File: config.mk
export PLATFORM = sky130hd
export DESIGN_NAME = stk_alu_core
export DESIGN_NICKNAME = d
export VERILOG_FILES = /design/src/rtl/stk_alu_pkg.sv /design/src/rtl/stk_alu_calc.sv /design/src/rtl/stk_ram.sv /design/src/rtl/stk_depth.sv /design/src/rtl/stk_alu_core.sv
export SDC_FILE = /design/constraint.sdc
export NUM_CORES = 1
export LEC_CHECK = 0
export BUFFER_PORTS_ARGS = -buffer_cell sky130_fd_sc_hd__buf_4
export CORE_MARGIN = 2
export CORE_UTILIZATION = 25
export CTS_CLUSTER_SIZE = 25
export DETAILED_ROUTE_END_ITERATION = 6
export PLACE_DENSITY_LB_ADDON = 0.05
export SLEW_MARGIN = 40
export SYNTH_ARGS = -nofsm -noshare
export SYNTH_HDL_FRONTEND = slang
export SYNTH_HIERARCHICAL = 1
export SYNTH_SLANG_ARGS = --single-unit
File: constraint.sdc
create_clock -name clk -period 7.99 [get_ports clk]
set_clock_uncertainty 0.05 [all_clocks]
set_input_delay 0.799 -clock clk [delete_from_list [all_inputs] [get_ports clk]]
set_output_delay 0.799 -clock clk [all_outputs]
set_load 0.02 [all_outputs]
File: src/rtl/stk_alu_pkg.sv
package stk_alu_pkg;

  typedef enum logic [4:0] {
    OP_NOP  = 5'd0,
    OP_ADD  = 5'd1,
    OP_ADC  = 5'd2,
    OP_SUB  = 5'd3,
    OP_RSUB = 5'd4,
    OP_AND  = 5'd5,
    OP_OR   = 5'd6,
    OP_XOR  = 5'd7,
    OP_NOT  = 5'd8,
    OP_SHL  = 5'd9,
    OP_ASR  = 5'd10,
    OP_LSR  = 5'd11,
    OP_ROR  = 5'd12,
    OP_ROL  = 5'd13,
    OP_ZEQ  = 5'd14,
    OP_DUP  = 5'd15,
    OP_QDUP = 5'd16,
    OP_DROP = 5'd17,
    OP_SWAP = 5'd18,
    OP_OVER = 5'd19,
    OP_NIP  = 5'd20,
    OP_LIT  = 5'd21
  } op_e;

endpackage

File: src/rtl/stk_alu_calc.sv
// Combinational result and arithmetic-flag generator.
module stk_alu_calc
  import stk_alu_pkg::*;
#(
  parameter int W = 32
) (
  input  op_e          op_i,
  input  logic [W-1:0] n1_i,
  input  logic [W-1:0] n2_i,
  input  logic         cin_i,
  output logic [W-1:0] res_o,
  output logic         cout_o,
  output logic         vout_o
);

  logic [W-1:0] add_x;
  logic [W-1:0] add_y;
  logic         add_ci;
  logic [W:0]   add_sum;

  // Adder operand steering: subtracts become x + ~y + 1.
  always_comb begin
    add_x  = n1_i;
    add_y  = n2_i;
    add_ci = 1'b0;
    case (op_i)
      OP_ADC:  add_ci = cin_i;
      OP_SUB:  begin add_y = ~n2_i; add_ci = 1'b1; end
      OP_RSUB: begin add_x = n2_i; add_y = ~n1_i; add_ci = 1'b1; end
      default: ;
    endcase
  end

  assign add_sum = {1'b0, add_x} + {1'b0, add_y} + {{W{1'b0}}, add_ci};
  assign cout_o  = add_sum[W];
  assign vout_o  = (add_x[W-1] == add_y[W-1]) && (add_sum[W-1] != add_x[W-1]);

  always_comb begin
    case (op_i)
      OP_ADD, OP_ADC, OP_SUB, OP_RSUB: res_o = add_sum[W-1:0];
      OP_AND:  res_o = n1_i & n2_i;
      OP_OR:   res_o = n1_i | n2_i;
      OP_XOR:  res_o = n1_i ^ n2_i;
      OP_NOT:  res_o = ~n2_i;
      OP_SHL:  res_o = {n2_i[W-2:0], 1'b0};
      OP_ASR:  res_o = {n2_i[W-1], n2_i[W-1:1]};
      OP_LSR:  res_o = {1'b0, n2_i[W-1:1]};
      OP_ROR:  res_o = {n2_i[0], n2_i[W-1:1]};
      OP_ROL:  res_o = {n2_i[W-2:0], n2_i[W-1]};
      OP_ZEQ:  res_o = {W{n2_i == '0}};
      default: res_o = n2_i;
    endcase
  end

endmodule

File: src/rtl/stk_ram.sv
// Register-file stack body: one write port, one combinational read port.
module stk_ram #(
  parameter int W     = 32,
  parameter int DEPTH = 16,
  localparam int AW   = $clog2(DEPTH)
) (
  input  logic          clk,
  input  logic          we_i,
  input  logic [AW-1:0] waddr_i,
  input  logic [W-1:0]  wdata_i,
  input  logic [AW-1:0] raddr_i,
  output logic [W-1:0]  rdata_o
);

  logic [W-1:0] cells [DEPTH];

  always_ff @(posedge clk) begin
    if (we_i) cells[waddr_i] <= wdata_i;
  end

  assign rdata_o = cells[raddr_i];

endmodule

File: src/rtl/stk_depth.sv
// Depth counter with bounds check and sticky error.
module stk_depth #(
  parameter int MAX = 18,
  parameter int DW  = 5
) (
  input  logic          clk,
  input  logic          rst_n,
  input  logic          en_i,
  input  logic          grow_i,
  input  logic          shrink_i,
  input  logic [1:0]    need_i,
  output logic [DW-1:0] depth_o,
  output logic          ok_o,
  output logic          err_o
);

  assign ok_o = (depth_o >= DW'(need_i)) && !(grow_i && (depth_o == DW'(MAX)));

  always_ff @(posedge clk) begin
    if (!rst_n) begin
      depth_o <= '0;
      err_o   <= 1'b0;
    end else if (en_i) begin
      if (!ok_o) begin
        err_o <= 1'b1;
      end else if (grow_i) begin
        depth_o <= depth_o + DW'(1);
      end else if (shrink_i) begin
        depth_o <= depth_o - DW'(1);
      end
    end
  end

endmodule

File: src/rtl/stk_alu_core.sv
// Stack-machine ALU execution unit (top).
module stk_alu_core
  import stk_alu_pkg::*;
#(
  parameter int W         = 32,
  parameter int RAM_DEPTH = 16,
  localparam int MAX      = RAM_DEPTH + 2,
  localparam int DW       = $clog2(MAX + 1)
) (
  input  logic          clk,
  input  logic          rst_n,
  input  logic          en,
  input  logic [4:0]    op,
  input  logic          keep_args,
  input  logic [W-1:0]  lit,
  output logic [W-1:0]  tos,
  output logic [W-1:0]  nos,
  output logic [DW-1:0] depth,
  output logic          flag_c,
  output logic          flag_v,
  output logic          flag_n,
  output logic          flag_z,
  output logic          stk_err
);

  localparam int AW = $clog2(RAM_DEPTH);

  op_e          op_c;
  logic [W-1:0] tos_q, nos_q, tos_d, nos_d, push_val;
  logic [W-1:0] alu_res, ram_rdata, ram_top;
  logic         alu_cout, alu_vout;
  logic [1:0]   need;
  logic         grow, shrink, is_alu, is_arith;
  logic         ok, step, ram_we;
  logic [DW-1:0] dm2, dm3;
  logic         fc_q, fv_q, fn_q, fz_q;

  assign op_c = op_e'(op);

  stk_alu_calc #(.W(W)) u_calc (
    .op_i   (op_c),
    .n1_i   (nos_q),
    .n2_i   (tos_q),
    .cin_i  (fc_q),
    .res_o  (alu_res),
    .cout_o (alu_cout),
    .vout_o (alu_vout)
  );

  stk_depth #(.MAX(MAX), .DW(DW)) u_depth (
    .clk      (clk),
    .rst_n    (rst_n),
    .en_i     (en),
    .grow_i   (grow),
    .shrink_i (shrink),
    .need_i   (need),
    .depth_o  (depth),
    .ok_o     (ok),
    .err_o    (stk_err)
  );

  assign step   = en && ok;
  assign dm2    = depth - DW'(2);
  assign dm3    = depth - DW'(3);
  assign ram_we = step && grow && (depth >= DW'(2));

  stk_ram #(.W(W), .DEPTH(RAM_DEPTH)) u_ram (
    .clk     (clk),
    .we_i    (ram_we),
    .waddr_i (dm2[AW-1:0]),
    .wdata_i (nos_q),
    .raddr_i (dm3[AW-1:0]),
    .rdata_o (ram_rdata)
  );

  // The item that surfaces into the second slot on a pop.
  assign ram_top = (depth >= DW'(3)) ? ram_rdata : '0;

  // Operation decode: operand need, stack effect and next register values.
  always_comb begin
    need     = 2'd0;
    grow     = 1'b0;
    shrink   = 1'b0;
    is_alu   = 1'b0;
    is_arith = 1'b0;
    push_val = tos_q;
    tos_d    = tos_q;
    nos_d    = nos_q;
    case (op_c)
      OP_ADD, OP_ADC, OP_SUB, OP_RSUB, OP_AND, OP_OR, OP_XOR: begin
        need     = 2'd2;
        is_alu   = 1'b1;
        is_arith = (op_c == OP_ADD) || (op_c == OP_ADC) ||
                   (op_c == OP_SUB) || (op_c == OP_RSUB);
        if (keep_args) begin
          grow     = 1'b1;
          push_val = alu_res;
        end else begin
          shrink = 1'b1;
          tos_d  = alu_res;
          nos_d  = ram_top;
        end
      end
      OP_NOT, OP_SHL, OP_ASR, OP_LSR, OP_ROR, OP_ROL, OP_ZEQ: begin
        need   = 2'd1;
        is_alu = 1'b1;
        tos_d  = alu_res;
      end
      OP_DUP: begin
        need = 2'd1;
        grow = 1'b1;
      end
      OP_QDUP: begin
        need = 2'd1;
        grow = (tos_q != '0);
      end
      OP_DROP: begin
        need   = 2'd1;
        shrink = 1'b1;
        tos_d  = nos_q;
        nos_d  = ram_top;
      end
      OP_SWAP: begin
        need  = 2'd2;
        tos_d = nos_q;
        nos_d = tos_q;
      end
      OP_OVER: begin
        need     = 2'd2;
        grow     = 1'b1;
        push_val = nos_q;
      end
      OP_NIP: begin
        need   = 2'd2;
        shrink = 1'b1;
        nos_d  = ram_top;
      end
      OP_LIT: begin
        grow     = 1'b1;
        push_val = lit;
      end
      default: ;
    endcase
    if (grow) begin
      tos_d = push_val;
      nos_d = tos_q;
    end
  end

  always_ff @(posedge clk) begin
    if (!rst_n) begin
      tos_q <= '0;
      nos_q <= '0;
      fc_q  <= 1'b0;
      fv_q  <= 1'b0;
      fn_q  <= 1'b0;
      fz_q  <= 1'b0;
    end else if (step) begin
      tos_q <= tos_d;
      nos_q <= nos_d;
      if (is_alu) begin
        fn_q <= alu_res[W-1];
        fz_q <= (alu_res == '0);
        if (is_arith) begin
          fc_q <= alu_cout;
          fv_q <= alu_vout;
        end
      end
    end
  end

  assign tos    = tos_q;
  assign nos    = nos_q;
  assign flag_c = fc_q;
  assign flag_v = fv_q;
  assign flag_n = fn_q;
  assign flag_z = fz_q;

endmodule

==> qor.csv, run 1 <==
metric,value,unit
run status,finished with violations,
failing checks,design-rule violations,
fin nets,2549,
Worst setup SP type,input pin,
Tmin final,6500,ps
row cnt,126,
RSZ-0062 raised after global routing,false,
number of clock sinks,586,
final period utilization,81.4,%
DRT iter0 DRCs,1649,
HP Class,flop to flop,
# setup viols final,0,
CTS resizes,0,
power per cell area,229,nW/um2
Root Buffer,clkbuf_16,
initial antenna violation count,1,
clk_lat worst skew,630,ps
Worst VDD drop,0.130,mV
total gr overflow,0,
vias per cell,5.25,
FILL cells,11800,
multi-input logic area,11900,um2
Initial Util,25.2,%
syn avg cell area,12.9,um2
most frequent cells in the layout,"512 x edfxtp_1, 219 x nand2_1, 202 x buf_4",
HPWL after detailed placement,76100,um
busiest grt layer,met2,
Netlist cell types,88,
Sequential Area,16900,um2
maximum root-to-sink buffer count,3,
Residual DRC,9,
Final Hold Fails,0,
Die Ht,348,um
Placer Congestion,0.846,
Mapped Area,29600,um2
first-pass detailed-route iteration total,7,
number of synthesized register bits,586,
total track usage,19.0,%
worst setup margin,1490,ps
Hold Buf Count CTS,0,
IO Pins,115,
max-cap viol count,0,
post-synthesis compound-gate area fraction,14.7,%
critical path required time,8490,ps
"commonest non-fill, non-tap cell in the layout",edfxtp_1,
post-CTS setup buffers,0,
met2 usage in global routing,32.8,%
sequential fraction of the synthesis area,56.9,%
"CTS clk-pin slew, worst paths",60,ps
main combinational cell family by area after synthesis,compound AO/OA/AOI/OAI gates,
largest net degree at the start of global routing,74,
post-synth net total,2449,
CTS tree,built,
CP Capture Type,flop,
layout cells sized above 1,22.2,%
Ys Warns,6,
Synth Area in Adders,4.63,%
H-Tree Depth,3,
area grow syn2layout,17.0,%
Post-DRT Antenna Nets,0,
setup TNS,0,ps
Critical Setup Path Class,input pin to flop,
final WL,117000,um
Slew Limit Fails,0,
Vias,21000,
Synth Area in Simple Gates,7.81,%
xor-xnor portion of the synthesized cell area,0.887,%
Post-synth EDFFs,512,
DR WL/cell,29.2,um
ys flop type,edfxtp_1,
Static Leakage,11.4,nW
dpl ws,878,ps
top cell type's share of synthesized area,51.9,%
first-pass GRT wire length,166000,um
CTS buffer count,70,
FMAX,154,MHz
synth top area cells,"edfxtp_1 52%, mux4_2 9.7%, dfxtp_1 5.0%, ha_1 4.4%, nand2_1 2.8%",
Final Power,7.94,mW
vias in the first global route,21600,
met1 Track Usage GR,24.6,%
port bufs,114,
hold_ws,421,ps
GR Util met3,2.56,%
Die ar.,121000,um2
Die Wd,348,um
ys async rst share,0,%
worst-margin pin slew,858,ps
max_slew headroom,42.3,%
top cell type by total area after synthesis,edfxtp_1,
CP arrival,7010,ps
CP max FO,33,
mux cell area share after synthesis,11.3,%
core area,118000,um2
Post-Syn Instances,2301,
logic make-up after synthesis:
kind of cell	after synthesis
AOI/OAI and AO/OA	656
DFF	586
and+or+nand+nor	488
buffers and inverters	263
muxes	170
adders and majority gates	108
xor gates and xnor gates	30
per-layer routing:
layer	up-vias	routed length, um
li1	9287	-
met1	11000	51200
met2	562	57800
met3	136	4690
met4	0	3090
met5	-	0
power by group:
part / internal [mW] / switching (mW)
logic: 0.482 / 0.973
registers: 3.43 / 0.123
clock network: 1.63 / 1.31
critical path: stages:
cell and delay [ps]:
buf_4 320, nor2b_1 220, and3_1 180, buf_4 390, inv_1 80, nand2_1 100
buf_4 400, nand2_1 90, o21ai_0 90, o21ai_1 90, ha_1 510, nand4_1 370
or3_1 480, nor4_1 660, nor3_1 180, xor2_1 180, o21ai_0 170, nor4_1 570
nand4_1 450, or3_1 460, a21boi_0 160
through the flow:
stage / util, % / cells / cell area, um2
2_1_floorplan: - / 2301 / 29600
3_3_place_gp: 27.6 / 3863 / 32500
6_report: 29.4 / 3996 / 34700
4_1_cts: 29.4 / 3992 / 34700
5_1_grt: 29.4 / 3992 / 34700
3_5_place_dp: 27.7 / 3865 / 32600
cell usage after synthesis, drive strengths merged (33+ instances only):
cell and count:
a21oi 160, a222oi 56, a22o 34, a22oi 103
buf 82, clkbuf 96, dfxtp 74, edfxtp 512
ha 104, inv 85, mux2 35, mux4 128
nand2 220, nor2 93, nor4 33, o21ai 180
sequential cells by signal, indices dropped and copies added (netlist names):
register         cells
flag_c               1
flag_n               1
flag_v               1
flag_z               1
nos                 32
tos                 32
u_depth/depth_o      5
u_depth/err_o        1
u_ram/cells        512
area by class of cell:
class / count / share of cell area (%)
diodes: 4 / 0.0289
flip-flops and latches: 586 / 48.7
multi-input cells: 1452 / 34.3
inverters: 85 / 0.956
clock buffers: 86 / 5.25
well taps: 1536 / 5.54
clock inverters: 41 / 0.707
repair buffers: 206 / 4.56
path summary, 6_finish.rpt:
| kind | startpoint | end | slack (ps) | depth (start not counted) |
|---|---|---|---|---|
| max | op[1] | flag_z | 1490 | 21 |
| max reg2reg | tos[13] | u_ram/cells[3][16] | 2040 | 13 |
| min | u_depth/err_o | u_depth/err_o | 420 | 2 |
| min reg2reg | u_depth/err_o | u_depth/err_o | 420 | 2 |
Power figures use the tool's default switching activity.
==> run 2, diff against run 1 <==
ABC_AREA = 1   (was unset)
clock period = 6.5 ns   (was 7.99 ns; I/O delays follow)
==> run 2 against run 1 <==
Effect of this change:
- the flow now finishes without violations
- non-clock buffer count grew 18
- synthesized area grew 16%
- via count grew 37%
- cell count grew 59%
- design area grew 15%
- critical endpoint is now u_ram/cells[9][10]
==> qor.csv, run 2 <==
metric,value,unit,change
top cell type's share of synthesized area,44.6,%,-7.3 points
FILL cells,14900,,+26%
CP max FO,25,,-24%
cell family with most CP delay,simple AND/OR/NAND/NOR gates,,
CP arrival,4910,ps,-2100 ps
CTS buffer count,76,,+8.6%
Die Wd,375,um,+7.8%
number of clock sinks,586,,unchanged
# setup viols final,0,,unchanged
Post-Syn Instances,4382,,+90%
Final Hold Fails,0,,unchanged
post-synth net total,4530,,+85%
Largest register FFs,512,,unchanged
Post-synth top cells,"1349 x nand2_1, 768 x inv_1, 512 x edfxtp_1",,
Die Ht,375,um,+7.8%
Slowest cell on crit path,buf_4,,
Critical Setup Path Class,flop to flop,,
crit-path max cell delay,420,ps,-240 ps
sequential fraction of the synthesis area,48.9,%,-8.0 points
worst-path cell chain,buf_4 -> inv_1 -> nand3_1 -> nor2_1 -> nand2_1 -> o21ai_2 -> buf_4 -> nand3_4 -> nand3_2 -> a21oi_2 -> nand2_4 -> nand2_1 -> inv_1 -> nand3_1 -> inv_1 -> nand3b_1 -> nor2_4 -> buf_4,,
ys flop type,edfxtp_1,,
area grow syn2layout,16.0,%,
CTS tree,built,,
Die ar.,141000,um2,+16%
RSZ-0062 raised after global routing,false,,
total gr overflow,0,,unchanged
CTS resizes,0,,unchanged
worst-margin pin slew,849,ps,-9.37 ps
Placer Congestion,0.892,,+5.5%
multi-input logic area,13700,um2,+15%
Root Buffer,clkbuf_16,,
most numerous cell in the Yosys netlist,nand2_1,,
register bank with the most flops,u_ram/cells,,
clk_lat worst skew,650,ps,+20 ps
Static Leakage,17.6,nW,+54%
Residual DRC,0,,-9
most frequent cells in the layout,"1347 x nand2_1, 764 x inv_1, 512 x edfxtp_1",,
Slew Limit Fails,0,,unchanged
final non-filler cell total,6334,,+59%
critical path required time,6720,ps,-1770 ps
run status,completed,,
maximum root-to-sink buffer count,3,,unchanged
max-cap viol count,0,,unchanged
"commonest non-fill, non-tap cell in the layout",nand2_1,,
power per cell area,284,nW/um2,+24%
final WL,139000,um,+19%
HPWL after detailed placement,91100,um,+20%
Tmin final,4690,ps,
number of synthesized register bits,586,,unchanged
Post-DRT Antenna Nets,0,,unchanged
Netlist cell types,51,,-42%
DR WL/cell,22.0,um,-25%
first-pass detailed-route iteration total,6,,-1
initial antenna violation count,3,,+2
Hold Buf Count CTS,0,,unchanged
placed cell count,6197,,+60%
Worst VDD drop,0.160,mV,+24%
first-pass GRT wire length,202000,um,+22%
total track usage,19.5,%,+0.51 points
H-Tree Depth,3,,unchanged
Final Power,11.3,mW,+43%
max_slew headroom,43.4,%,+1.2 points
Mapped Area,34500,um2,+16%
vias in the first global route,28100,,+30%
CP Capture Type,flop,,
setup TNS,0,ps,unchanged
fin nets,4629,,+82%
port bufs,114,,unchanged
placed inst area,37600,um2,+15%
row cnt,136,,+7.9%
synth top area cells,"edfxtp_1 45%, nand2_1 15%, inv_1 8.4%, nand3_1 7.3%, dfxtp_1 4.3%",,
Ys Warns,6,,unchanged
post-CTS setup buffers,0,,unchanged
"CTS clk-pin slew, worst paths",60,ps,about the same
Worst setup SP type,flop,,
core area,137000,um2,+16%
Sequential Area,16900,um2,-0.10%
HP Class,input pin to flop,,
IO Pins,115,,unchanged
top cell type by total area after synthesis,edfxtp_1,,
largest net degree at the start of global routing,130,,+76%
ys async rst share,0,%,unchanged
syn avg cell area,7.87,um2,-39%
"Design Area, Final",40000,um2,+15%
Initial Util,25.1,%,-0.031 points
DRT iter0 DRCs,1899,,+15%
Post-synth EDFFs,512,,unchanged
Buffers & Inverters on Critical Path,6,,+2
vias per cell,4.55,,-13%
final period utilization,72.2,%,
FMAX,213,MHz,
Vias,28800,,+37%
layout cells sized above 1,9.14,%,-13 points
run 2: cell count changes in the layout (fill, tap and decap cells not counted), sizes merged, moves of 32 or more:
cell,previous run,this run
nor2,93,294
o22ai,25,57
a222oi,56,0
a22o,34,0
inv,88,782
nand3,25,506
a21oi,160,80
mux2,35,0
a22oi,103,3
nand2,220,1361
mux4,128,0
run 2: final timing paths:
kind	slack (ps)	start	endpoint	cells after the start
setup / recovery	1810	tos[8]	u_ram/cells[9][10]	18
hold / removal	340	en	u_depth/err_o	4
setup reg to reg	1810	tos[8]	u_ram/cells[9][10]	18
hold reg to reg	440	u_depth/err_o	u_depth/err_o	1
run 2: stage by stage:
step | utilization (%) | setup slack [ps] | hold WS [ps]
2_1_floorplan | - | 2100 | 511
3_3_place_gp | 27.4 | 1150 | 421
3_5_place_dp | 27.4 | 1180 | 418
4_1_cts | 29.2 | 1710 | 285
5_1_grt | 29.2 | 1470 | 350
6_report | 29.2 | 1810 | 342
run 2: cell type report:
class	count	area share (%)
Timing Repair Buffer	224	4.58
Clock buffer	98	5.12
Antenna cell	2	0.0125
Inverter	784	7.43
Tap cell	1794	5.61
Multi-Input combinational cell	2809	34.1
Sequential cell	586	42.1
Clock inverter	37	0.951
run 2: report_power, final:
group          switching [mW]  leakage [nW]  internal [mW]
registers               0.143          5.57           4.20
logic                    2.03          10.8          0.787
clock network            1.69          1.19           2.50
total                    3.86          17.6           7.48
run 2: worst reg2reg max path: stages (launching register included):
cell      delay [ps]
dfxtp_1          300
buf_4            190
inv_1            120
nand3_1          110
nor2_1           370
nand2_1          200
o21ai_2          150
buf_4            320
nand3_4          360
nand3_2          200
a21oi_2           80
nand2_4          130
nand2_1           70
inv_1            260
nand3_1          190
inv_1            190
nand3b_1         380
nor2_4           210
buf_4            420
run 2: logic make-up (layout without fill, tap and decap cells):
group                      after synthesis  after routing  synth area share, %
and+or+nand+nor                       2266           2266                 27.7
DFF                                    586            586                 48.9
buffers and inverters                  987           1143                 11.9
xor gates and xnor gates                14             14                0.356
AOI/OAI and AO/OA                      422            422                 7.20
other                                    0              2                    0
adders and majority gates              107            107                 3.95
run 2: metal layers:
metal,up-vias,wire (um),global-route usage [%]
met3,129,4600,1.68
met2,509,66200,33.0
li1,14300,-,-
met5,-,0,0
met4,0,2890,4.92
met1,13900,65600,26.7
